[src/rtl/txser_pkg.sv]
package txser_pkg;

  localparam int PRE_LEN   = 64;
  localparam int PRE_CNT_W = $clog2(PRE_LEN);

  typedef enum logic [2:0] {
    S_IDLE,
    S_PRE,
    S_DATA,
    S_REWIND,
    S_WAITF,
    S_HB
  } txState_t;

  typedef struct packed {
    logic preLoad;
    logic preBit;
    logic byteLoad;
    logic bitShift;
    logic lineOff;
  } dpStrobe_t;

  // Training pattern: alternating bits starting at 1, last two bits both 1.
  function automatic logic preambleBit(input logic [PRE_CNT_W-1:0] idx);
    return (idx == PRE_CNT_W'(PRE_LEN - 1)) | ~idx[0];
  endfunction

endpackage

[src/rtl/txCtrl.sv]
module txCtrl
  import txser_pkg::*;
#(
  parameter int BYTE_W    = 8,
  parameter int HB_WINDOW = 8,
  parameter int MAX_RETRY = 15
) (
  input  logic      clk,
  input  logic      rstN,
  input  logic      start,
  input  logic      byteFirst,
  input  logic      collisionIn,
  input  logic      lastByte,
  output dpStrobe_t strb,
  output logic      byteTake,
  output logic      rewind,
  output logic      done,
  output logic      aborted,
  output logic      hbMissing
);

  localparam int BIT_IDX_W = (BYTE_W > 1) ? $clog2(BYTE_W) : 1;
  localparam int HB_CNT_W  = $clog2(HB_WINDOW + 1);
  localparam int RETRY_W   = $clog2(MAX_RETRY + 1);
  localparam logic [BIT_IDX_W-1:0] LAST_BIT  = BIT_IDX_W'(BYTE_W - 1);
  localparam logic [HB_CNT_W-1:0]  HB_LAST   = HB_CNT_W'(HB_WINDOW - 1);
  localparam logic [RETRY_W-1:0]   RETRY_CAP = RETRY_W'(MAX_RETRY);
  localparam logic [PRE_CNT_W-1:0] PRE_LAST  = PRE_CNT_W'(PRE_LEN - 1);

  txState_t               stateQ;
  logic [PRE_CNT_W-1:0]   preCnt;
  logic [BIT_IDX_W-1:0]   bitIdx;
  logic [HB_CNT_W-1:0]    hbCnt;
  logic                   hbSeen;
  logic [RETRY_W-1:0]     retryCnt;
  logic                   accepted;

  assign accepted = (stateQ == S_IDLE) && start && byteFirst;
  assign rewind   = (stateQ == S_REWIND);

  always_comb begin
    strb     = '0;
    byteTake = 1'b0;
    unique case (stateQ)
      S_IDLE: begin
        if (accepted) begin
          strb.preLoad = 1'b1;
          strb.preBit  = preambleBit('0);
        end
      end
      S_PRE: begin
        byteTake = (preCnt == PRE_LAST);
        if (preCnt == PRE_LAST) begin
          strb.byteLoad = 1'b1;
        end else begin
          strb.preLoad = 1'b1;
          strb.preBit  = preambleBit(preCnt + 1'b1);
        end
      end
      S_DATA: begin
        byteTake = (bitIdx == LAST_BIT) && !lastByte;
        if (collisionIn)                strb.lineOff  = 1'b1;
        else if (bitIdx != LAST_BIT)    strb.bitShift = 1'b1;
        else if (lastByte)              strb.lineOff  = 1'b1;
        else                            strb.byteLoad = 1'b1;
      end
      S_WAITF: begin
        if (byteFirst) begin
          strb.preLoad = 1'b1;
          strb.preBit  = preambleBit('0);
        end
      end
      default: ;
    endcase
  end

  always_ff @(posedge clk or negedge rstN) begin
    if (!rstN) begin
      stateQ    <= S_IDLE;
      preCnt    <= '0;
      bitIdx    <= '0;
      hbCnt     <= '0;
      hbSeen    <= 1'b0;
      retryCnt  <= '0;
      done      <= 1'b0;
      aborted   <= 1'b0;
      hbMissing <= 1'b0;
    end else begin
      unique case (stateQ)
        S_IDLE: begin
          if (accepted) begin
            stateQ    <= S_PRE;
            preCnt    <= '0;
            retryCnt  <= '0;
            done      <= 1'b0;
            aborted   <= 1'b0;
            hbMissing <= 1'b0;
          end
        end
        S_PRE: begin
          if (preCnt == PRE_LAST) begin
            stateQ <= S_DATA;
            bitIdx <= '0;
          end else begin
            preCnt <= preCnt + 1'b1;
          end
        end
        S_DATA: begin
          if (collisionIn) begin
            if (retryCnt == RETRY_CAP) begin
              aborted <= 1'b1;
              done    <= 1'b1;
              stateQ  <= S_IDLE;
            end else begin
              retryCnt <= retryCnt + 1'b1;
              stateQ   <= S_REWIND;
            end
          end else if (bitIdx == LAST_BIT) begin
            bitIdx <= '0;
            if (lastByte) begin
              stateQ <= S_HB;
              hbCnt  <= '0;
              hbSeen <= 1'b0;
            end
          end else begin
            bitIdx <= bitIdx + 1'b1;
          end
        end
        S_REWIND: stateQ <= S_WAITF;
        S_WAITF: begin
          if (byteFirst) begin
            stateQ <= S_PRE;
            preCnt <= '0;
          end
        end
        S_HB: begin
          if (collisionIn) hbSeen <= 1'b1;
          if (hbCnt == HB_LAST) begin
            done      <= 1'b1;
            hbMissing <= !(hbSeen || collisionIn);
            stateQ    <= S_IDLE;
          end else begin
            hbCnt <= hbCnt + 1'b1;
          end
        end
        default: stateQ <= S_IDLE;
      endcase
    end
  end


  preamble_col_ignored_chk: assert property (@(posedge clk) disable iff (!rstN)
    (stateQ == S_PRE && collisionIn) |=> (stateQ == S_PRE || stateQ == S_DATA));


  collision_retry_chk: assert property (@(posedge clk) disable iff (!rstN)
    (stateQ == S_DATA && collisionIn && retryCnt != RETRY_CAP)
      |=> (rewind && retryCnt == $past(retryCnt) + 1'b1));


  collision_abort_chk: assert property (@(posedge clk) disable iff (!rstN)
    (stateQ == S_DATA && collisionIn && retryCnt == RETRY_CAP)
      |=> (aborted && done && !rewind));


  hb_flag_with_done_chk: assert property (@(posedge clk) disable iff (!rstN)
    $rose(hbMissing) |-> $rose(done));


  start_clears_status_chk: assert property (@(posedge clk) disable iff (!rstN)
    accepted |=> (!done && !aborted && !hbMissing));

endmodule

[src/rtl/txDatapath.sv]
module txDatapath
  import txser_pkg::*;
#(
  parameter int BYTE_W = 8
) (
  input  logic              clk,
  input  logic              rstN,
  input  dpStrobe_t         strb,
  input  logic [BYTE_W-1:0] byteData,
  input  logic              byteLast,
  output logic              serialOut,
  output logic              lineEnable,
  output logic              lastByte
);

  logic [BYTE_W-1:0] shiftQ;

  always_ff @(posedge clk or negedge rstN) begin
    if (!rstN) begin
      serialOut  <= 1'b0;
      lineEnable <= 1'b0;
      shiftQ     <= '0;
      lastByte   <= 1'b0;
    end else if (strb.lineOff) begin
      serialOut  <= 1'b0;
      lineEnable <= 1'b0;
    end else if (strb.preLoad) begin
      serialOut  <= strb.preBit;
      lineEnable <= 1'b1;
    end else if (strb.byteLoad) begin
      serialOut <= byteData[0];
      shiftQ    <= byteData >> 1;
      lastByte  <= byteLast;
    end else if (strb.bitShift) begin
      serialOut <= shiftQ[0];
      shiftQ    <= shiftQ >> 1;
    end
  end


  idle_line_low_chk: assert property (@(posedge clk) disable iff (!rstN)
    !lineEnable |-> !serialOut);


  strobe_exclusive_chk: assert property (@(posedge clk) disable iff (!rstN)
    $onehot0({strb.preLoad, strb.byteLoad, strb.bitShift, strb.lineOff}));

endmodule

[src/rtl/serial_tx_retry.sv]
module serial_tx_retry
  import txser_pkg::*;
#(
  parameter int BYTE_W    = 8,
  parameter int HB_WINDOW = 8,
  parameter int MAX_RETRY = 15
) (
  input  logic              clk,
  input  logic              rstN,
  input  logic              start,
  input  logic [BYTE_W-1:0] byteData,
  input  logic              byteFirst,
  input  logic              byteLast,
  input  logic              collisionIn,
  output logic              serialOut,
  output logic              lineEnable,
  output logic              byteTake,
  output logic              rewind,
  output logic              done,
  output logic              aborted,
  output logic              hbMissing
);

  dpStrobe_t strb;
  logic      lastByte;

  txCtrl #(
    .BYTE_W   (BYTE_W),
    .HB_WINDOW(HB_WINDOW),
    .MAX_RETRY(MAX_RETRY)
  ) u_ctrl (
    .clk        (clk),
    .rstN       (rstN),
    .start      (start),
    .byteFirst  (byteFirst),
    .collisionIn(collisionIn),
    .lastByte   (lastByte),
    .strb       (strb),
    .byteTake   (byteTake),
    .rewind     (rewind),
    .done       (done),
    .aborted    (aborted),
    .hbMissing  (hbMissing)
  );

  txDatapath #(
    .BYTE_W(BYTE_W)
  ) u_dp (
    .clk       (clk),
    .rstN      (rstN),
    .strb      (strb),
    .byteData  (byteData),
    .byteLast  (byteLast),
    .serialOut (serialOut),
    .lineEnable(lineEnable),
    .lastByte  (lastByte)
  );


  first_bit_one_chk: assert property (@(posedge clk) disable iff (!rstN)
    $rose(lineEnable) |-> serialOut);

endmodule

[config.mk]
export PLATFORM = sky130hd
export DESIGN_NAME = serial_tx_retry
export DESIGN_NICKNAME = d
export VERILOG_FILES = /design/src/rtl/txser_pkg.sv /design/src/rtl/txCtrl.sv /design/src/rtl/txDatapath.sv /design/src/rtl/serial_tx_retry.sv
export SDC_FILE = /design/constraint.sdc
export NUM_CORES = 1
export LEC_CHECK = 0
export BUFFER_PORTS_ARGS = -buffer_cell sky130_fd_sc_hd__buf_2
export CAP_MARGIN = 20
export CORE_ASPECT_RATIO = 0.5
export CORE_MARGIN = 2
export CORE_UTILIZATION = 62
export DETAILED_ROUTE_END_ITERATION = 8
export GPL_TIMING_DRIVEN = 0
export PLACE_DENSITY_LB_ADDON = 0.05
export SYNTH_ARGS = -nofsm -noshare
export SYNTH_HDL_FRONTEND = slang
export SYNTH_SLANG_ARGS = --single-unit
export TNS_END_PERCENT = 1
[constraint.sdc]
create_clock -name clk -period 4.6 [get_ports clk]
set_input_delay 0.46 -clock clk [delete_from_list [all_inputs] [get_ports clk]]
set_output_delay 0.46 -clock clk [all_outputs]
set_load 0.05 [all_outputs]
Yosys cells after proc, flatten, opt, wreduce, memory -nomap -nowiden:

Index checks and enable logic that the tools add are counted.

* register bits after elaboration: 35
* output and inout port bits: 7
* logic and storage cells: 136

* add/subtract/negate cells: 4
* equality and inequality tests: 26
* mux-type cells: 62
* bitwise gates (word level): 4
* reductions and logical operators: 27

Operator list (count)
* $mux 3: 10
* $mux 4: 7
* $mux 1: 22
* $mux 6: 3
* $pmux 3 s6: 1
* $pmux 6 s3: 1
* $mux 8: 2
* $pmux 4 s2: 2
* $reduce_and 5->1: 3
* $ne 2x2->1 const B: 7
* $eq 6x6->1 const B: 2
* $mux 2: 6
* $ne 2x1->1 const B: 6
* $reduce_and 3->1: 4
* $reduce_and 4->1: 3
* $reduce_bool 2->1: 6
* $pmux 1 s2: 5
* $eq 3x3->1 const B: 3
* $add 4x1->4 const B: 2
* $add 6x1->6 const B: 1
* $eq 3x2->1 const B: 2
* $ne 3x2->1 const B: 2
* $pmux 2 s3: 1
* $pmux 3 s2: 1
* other kinds (15): 21

Longest topological paths before layout:

* depth after elaboration: 8
* mapped depth: 8

By module:

From an unflattened synthesis, not the netlist that was laid out.

* cells, all modules: 196
* area, all modules: 1973.1 sq um

Modules (own cells, without submodules)
* txCtrl: times used 1, cells each 156, area an instance 1451.4 sq um, sequential area each 600.6 sq um
* txDatapath: times used 1, cells each 40, area an instance 521.8 sq um, sequential area each 250.2 sq um

Worst setup path after synthesis:

Ideal clock, no wire load.

* kind: register to output
* from: register u_ctrl.preCnt[1]
* to: output port byteTake
* arrival: 1.423 ns
* required time: 4.140 ns
* setup slack: 2.717 ns
* stages on the path, launching flop included: 5
* buffers on the path: 0
* cell sequence: dfrtp_1 > ha_1 > and4_1 > nand3_4 > nand2_1

* longest elaborated chain between the ends: 2

Ends and longest elaborated chain
* from (decl): line txCtrl.sv:31 `logic [PRE_CNT_W-1:0] preCnt;`
* from (signal assigned): line txCtrl.sv:105 `preCnt <= preCnt + 1'b1;`
* $eq 6x6->1: line txCtrl.sv:52 `byteTake = (preCnt == PRE_LAST);`
* $pmux 1 s2: line txCtrl.sv:44 `unique case (stateQ)`
* to (decl): line serial_tx_retry.sv:17 `output logic byteTake,`

Every way passes these cells.

Worst setup path after layout:

Ends and elaborated chain as after synthesis.

==> results.ini <==
[run_status]
status = finished clean

[sta]
final.setup.tns_ns = 0
drv_slew = 0
clock_skew_ns = 0.00213
post-route-period-util_pct = 50.4
rsz0062_at_grt = no
tightest_slew_ns = 0.746
hold_viol = 0
max_freq_ghz = 0.431
final.min_clock_period_ns = 2.32
fin_ws_ns = 2.28
setup_viol = 0
slew_headroom_pct = 50.2

[power]
p_switching_uw = 471
switching_share_pct = 39.9
powerDensity_mw_per_mm2 = 541
vdd_drop_max_mv = 0.299
p_leak_nw = 0.978
p_seq_share_pct = 40.4
power.internal_uw = 710
pwr-share-comb_pct = 40.4
clkPwrFrac_pct = 19.2

[yosys]
synth_edf_count = 0
syn_avg_cell_area_um2 = 9.48
syn-cell-area_mm2 = 0.00194
syn-num-nets = 225
seq_area_frac_synth_pct = 43.8
synthAdderAreaFrac_pct = 3.86
synth_top_family_by_area = simple AND/OR/NAND/NOR gates
synthSimpleGateAreaFrac_pct = 25.7
synthMuxAreaShare_pct = 3.67
synth_flop_cell = dfrtp_1
async_flop_share_pct = 100
yosysWarnings = 0
synth.distinct_cells = 49
synth-seq-cells = 34
synth_compound_area_share_pct = 19.0
netlist_instances = 205
synth-xor-area-share_pct = 0.901

[layout]
fin_nets = 251
insertedDiodeCount = 0
area_growth_pct = 12.2
drive_gt1_share_pct = 18.1

[floorplan]
rows = 14
die_w_um = 83.2
start_util_pct = 64.9
dieArea_mm2 = 0.00363
io_pins = 21
coreArea_mm2 = 0.00300
dieHeight_um = 43.6

[clock_network]
cts_setup_buffers = 0
clk_pin_slew_ns = 0.07
post_cts_resized = 0
clockBufferDepth = 2
cts_root_buffer = clkbuf_8
htreeDepth = 2
postCtsHoldBufs = 0
cts_tree = built
cts_sinks = 34
cts_buffers = 5
clkLatencyLatePin_ns = 0.28

[worst_setup_path]
r2r_slack_ns = 2.65
reg2regPathDepth = 6
cpLargestDelayFamily = simple AND/OR/NAND/NOR gates
worstPathCellList = ha_1 -> and4_1 -> nand3_4 -> nand2_1 -> buf_2
crit_cells = 5
cp-end-kind = output pin
required_ns = 4.14
path_buf_inv = 1
critPathLaunchType = flop
cp_slowest_stage_delay_ns = 0.43
cp_data_arrival_time_ns = 1.86
startpoint = u_ctrl.preCnt[1]
crit_path_top_delay_cell = dfrtp_1
cp-endpoint = byteTake
crit_fanout = 10
r2r-start = u_ctrl.preCnt[1]
crit-reg2reg-capture = u_ctrl.stateQ[2]
crit_type = flop to output pin

[worst_hold_path]
hp-class = primary input to async pin

[routing]
via_per_inst = 5.96
drc_errors = 0
routedWlPerCell_um = 14.3
dr_total_vias = 1621
first_iter_violations = 79
ant_nets = 0
drt_first_pass_iters = 4
drt_wl_total_um = 3890

[grt]
grt_pass1_wl_um = 6850
grt_start_max_net_pins = 35
antenna_found_initial = 0
gr-total-overflow = 0
grt_pass1_vias = 1556
grt_usage_pct = 23.9

[place]
io_buffers = 19
dp_slack_ns = 2.60
place_congestion = 0.848
place_hpwl_um = 2830

[job]
cap_violations = 0

## worst reg2reg max path: cells and delay by family, from the launching register on
family,cells,cell delay (ns)
AND/OR/NAND/NOR,3,0.70
adder cells (fa/ha/maj),1,0.30
flip-flops,1,0.43
AO/OA/AOI/OAI,2,0.47
## final cells by class
| class | instances | area (um^2) |
|---|---|---|
| plain buffers | 9 | 47.5 |
| clock buffers | 7 | 86.3 |
| clock inverters | 1 | 5.00 |
| fillers | 220 | 815 |
| inverters | 3 | 11.3 |
| multi-input cells | 159 | 1030 |
| flip-flops and latches | 34 | 851 |
| well taps | 40 | 50.0 |
| repair buffers | 19 | 95.1 |
## metal layers
metal | track usage [%] | wire [um] | vias up | part of all wire, %
li1 | - | - | 798 | -
met1 | 32.3 | 1970 | 782 | 51
met2 | 39.5 | 1690 | 36 | 43
met3 | 6.86 | 190 | 5 | 4.9
met4 | 5.57 | 44 | 0 | 1.1
met5 | 0 | 0 | - | 0
## through the flow
stage | instance area (um^2) | instances | power (mW) | hold WS [ns] | util, %
after global routing | 2180 | 272 | 1.28 | 0.311 | 72.8
final | 2180 | 272 | 1.18 | 0.238 | 72.8
after detailed placement | 2090 | 264 | 0.961 | 0.466 | 69.8
after floorplan | 1940 | 205 | 0.848 | 0.164 | -
after CTS | 2180 | 272 | 1.19 | 0.262 | 72.8
after global placement | 2090 | 264 | 0.941 | 0.452 | 69.8
## sequential cells by signal, summed over array words and instances, names as in the netlist
name              flops
u_dp.shiftQ           7
u_ctrl.preCnt         6
u_ctrl.hbCnt          4
u_ctrl.retryCnt       4
u_ctrl.bitIdx         3
u_ctrl.stateQ         3
u_ctrl.aborted        1
u_ctrl.done           1
u_ctrl.hbMissing      1
u_ctrl.hbSeen         1
u_dp.lastByte         1
u_dp.lineEnable       1
u_dp.serialOut        1
## synthesized netlist by cell type, types with 2 or more instances
cell / n / area [um^2]
nor4b_1: 2 / 17.5
nor3_1: 2 / 10.0
nand4_1: 3 / 18.8
a21oi_1: 11 / 55.1
a31oi_1: 2 / 12.5
a22o_1: 4 / 35.0
and3_1: 2 / 12.5
dfrtp_1: 34 / 851
or3_1: 2 / 12.5
o21ai_1: 7 / 35.0
nand3b_1: 5 / 37.5
o31ai_1: 5 / 37.5
o21ai_0: 15 / 75.1
a21o_1: 2 / 15.0
o41ai_1: 2 / 17.5
buf_2: 5 / 25.0
inv_1: 3 / 11.3
nand3_1: 8 / 40.0
clkbuf_1: 3 / 11.3
and2_1: 2 / 12.5
nor2b_1: 4 / 25.0
and3b_1: 2 / 17.5
nand2_1: 29 / 109
nor2_1: 11 / 41.3
nand2_2: 2 / 12.5
mux2i_1: 6 / 60.1
nand2b_1: 5 / 31.3
ha_1: 6 / 75.1
## cells in the final DEF, fill, tap and decap left out, drive strengths merged, types with 2 or more instances in the layout
cell type	count
dfrtp	34
nand2	31
buf	25
o21ai	22
a21oi	11
nor2	11
clkbuf	10
nand3	9
mux2i	6
ha	6
nand2b	5
nand3b	5
o31ai	5
nor2b	4
a22o	4
nand4	4
inv	3
nor4b	3
and3b	2
or3	2
nor3	2
a31oi	2
and3	2
and2	2
a21o	2
o41ai	2
nor3b	2
a21boi	2
## cell families (layout without fill, tap and decap cells)
kind of cell / after synthesis / after routing
adder cells (fa/ha/maj): 6 / 6
flip-flops: 34 / 34
AO/OA/AOI/OAI: 57 / 57
AND/OR/NAND/NOR: 87 / 87
XOR/XNOR: 2 / 2
multiplexers: 7 / 7
buffers and inverters: 12 / 39
## how the worst min path moves through the flow
stage                   from  slack, ns                  to
5_1_grt                 rstN       0.31  u_ctrl.retryCnt[1]
6_report                rstN       0.24  u_ctrl.retryCnt[3]
2_1_floorplan           rstN       0.16      u_ctrl.aborted
3_5_place_dp   u_ctrl.hbSeen       0.47    u_ctrl.hbMissing
3_3_place_gp   u_ctrl.hbSeen       0.45    u_ctrl.hbMissing
4_1_cts                 rstN       0.26  u_ctrl.retryCnt[3]
## power groups by stage
stage          Clock (mW)  Combinational [mW]  Sequential [mW]
2_1_floorplan           0               0.350            0.498
3_3_place_gp            0               0.464            0.477
3_5_place_dp            0               0.479            0.481
4_1_cts             0.233               0.480            0.479
5_1_grt             0.242               0.542            0.493
6_report            0.226               0.477            0.477
Note: power is estimated with default switching activity, not from simulation.
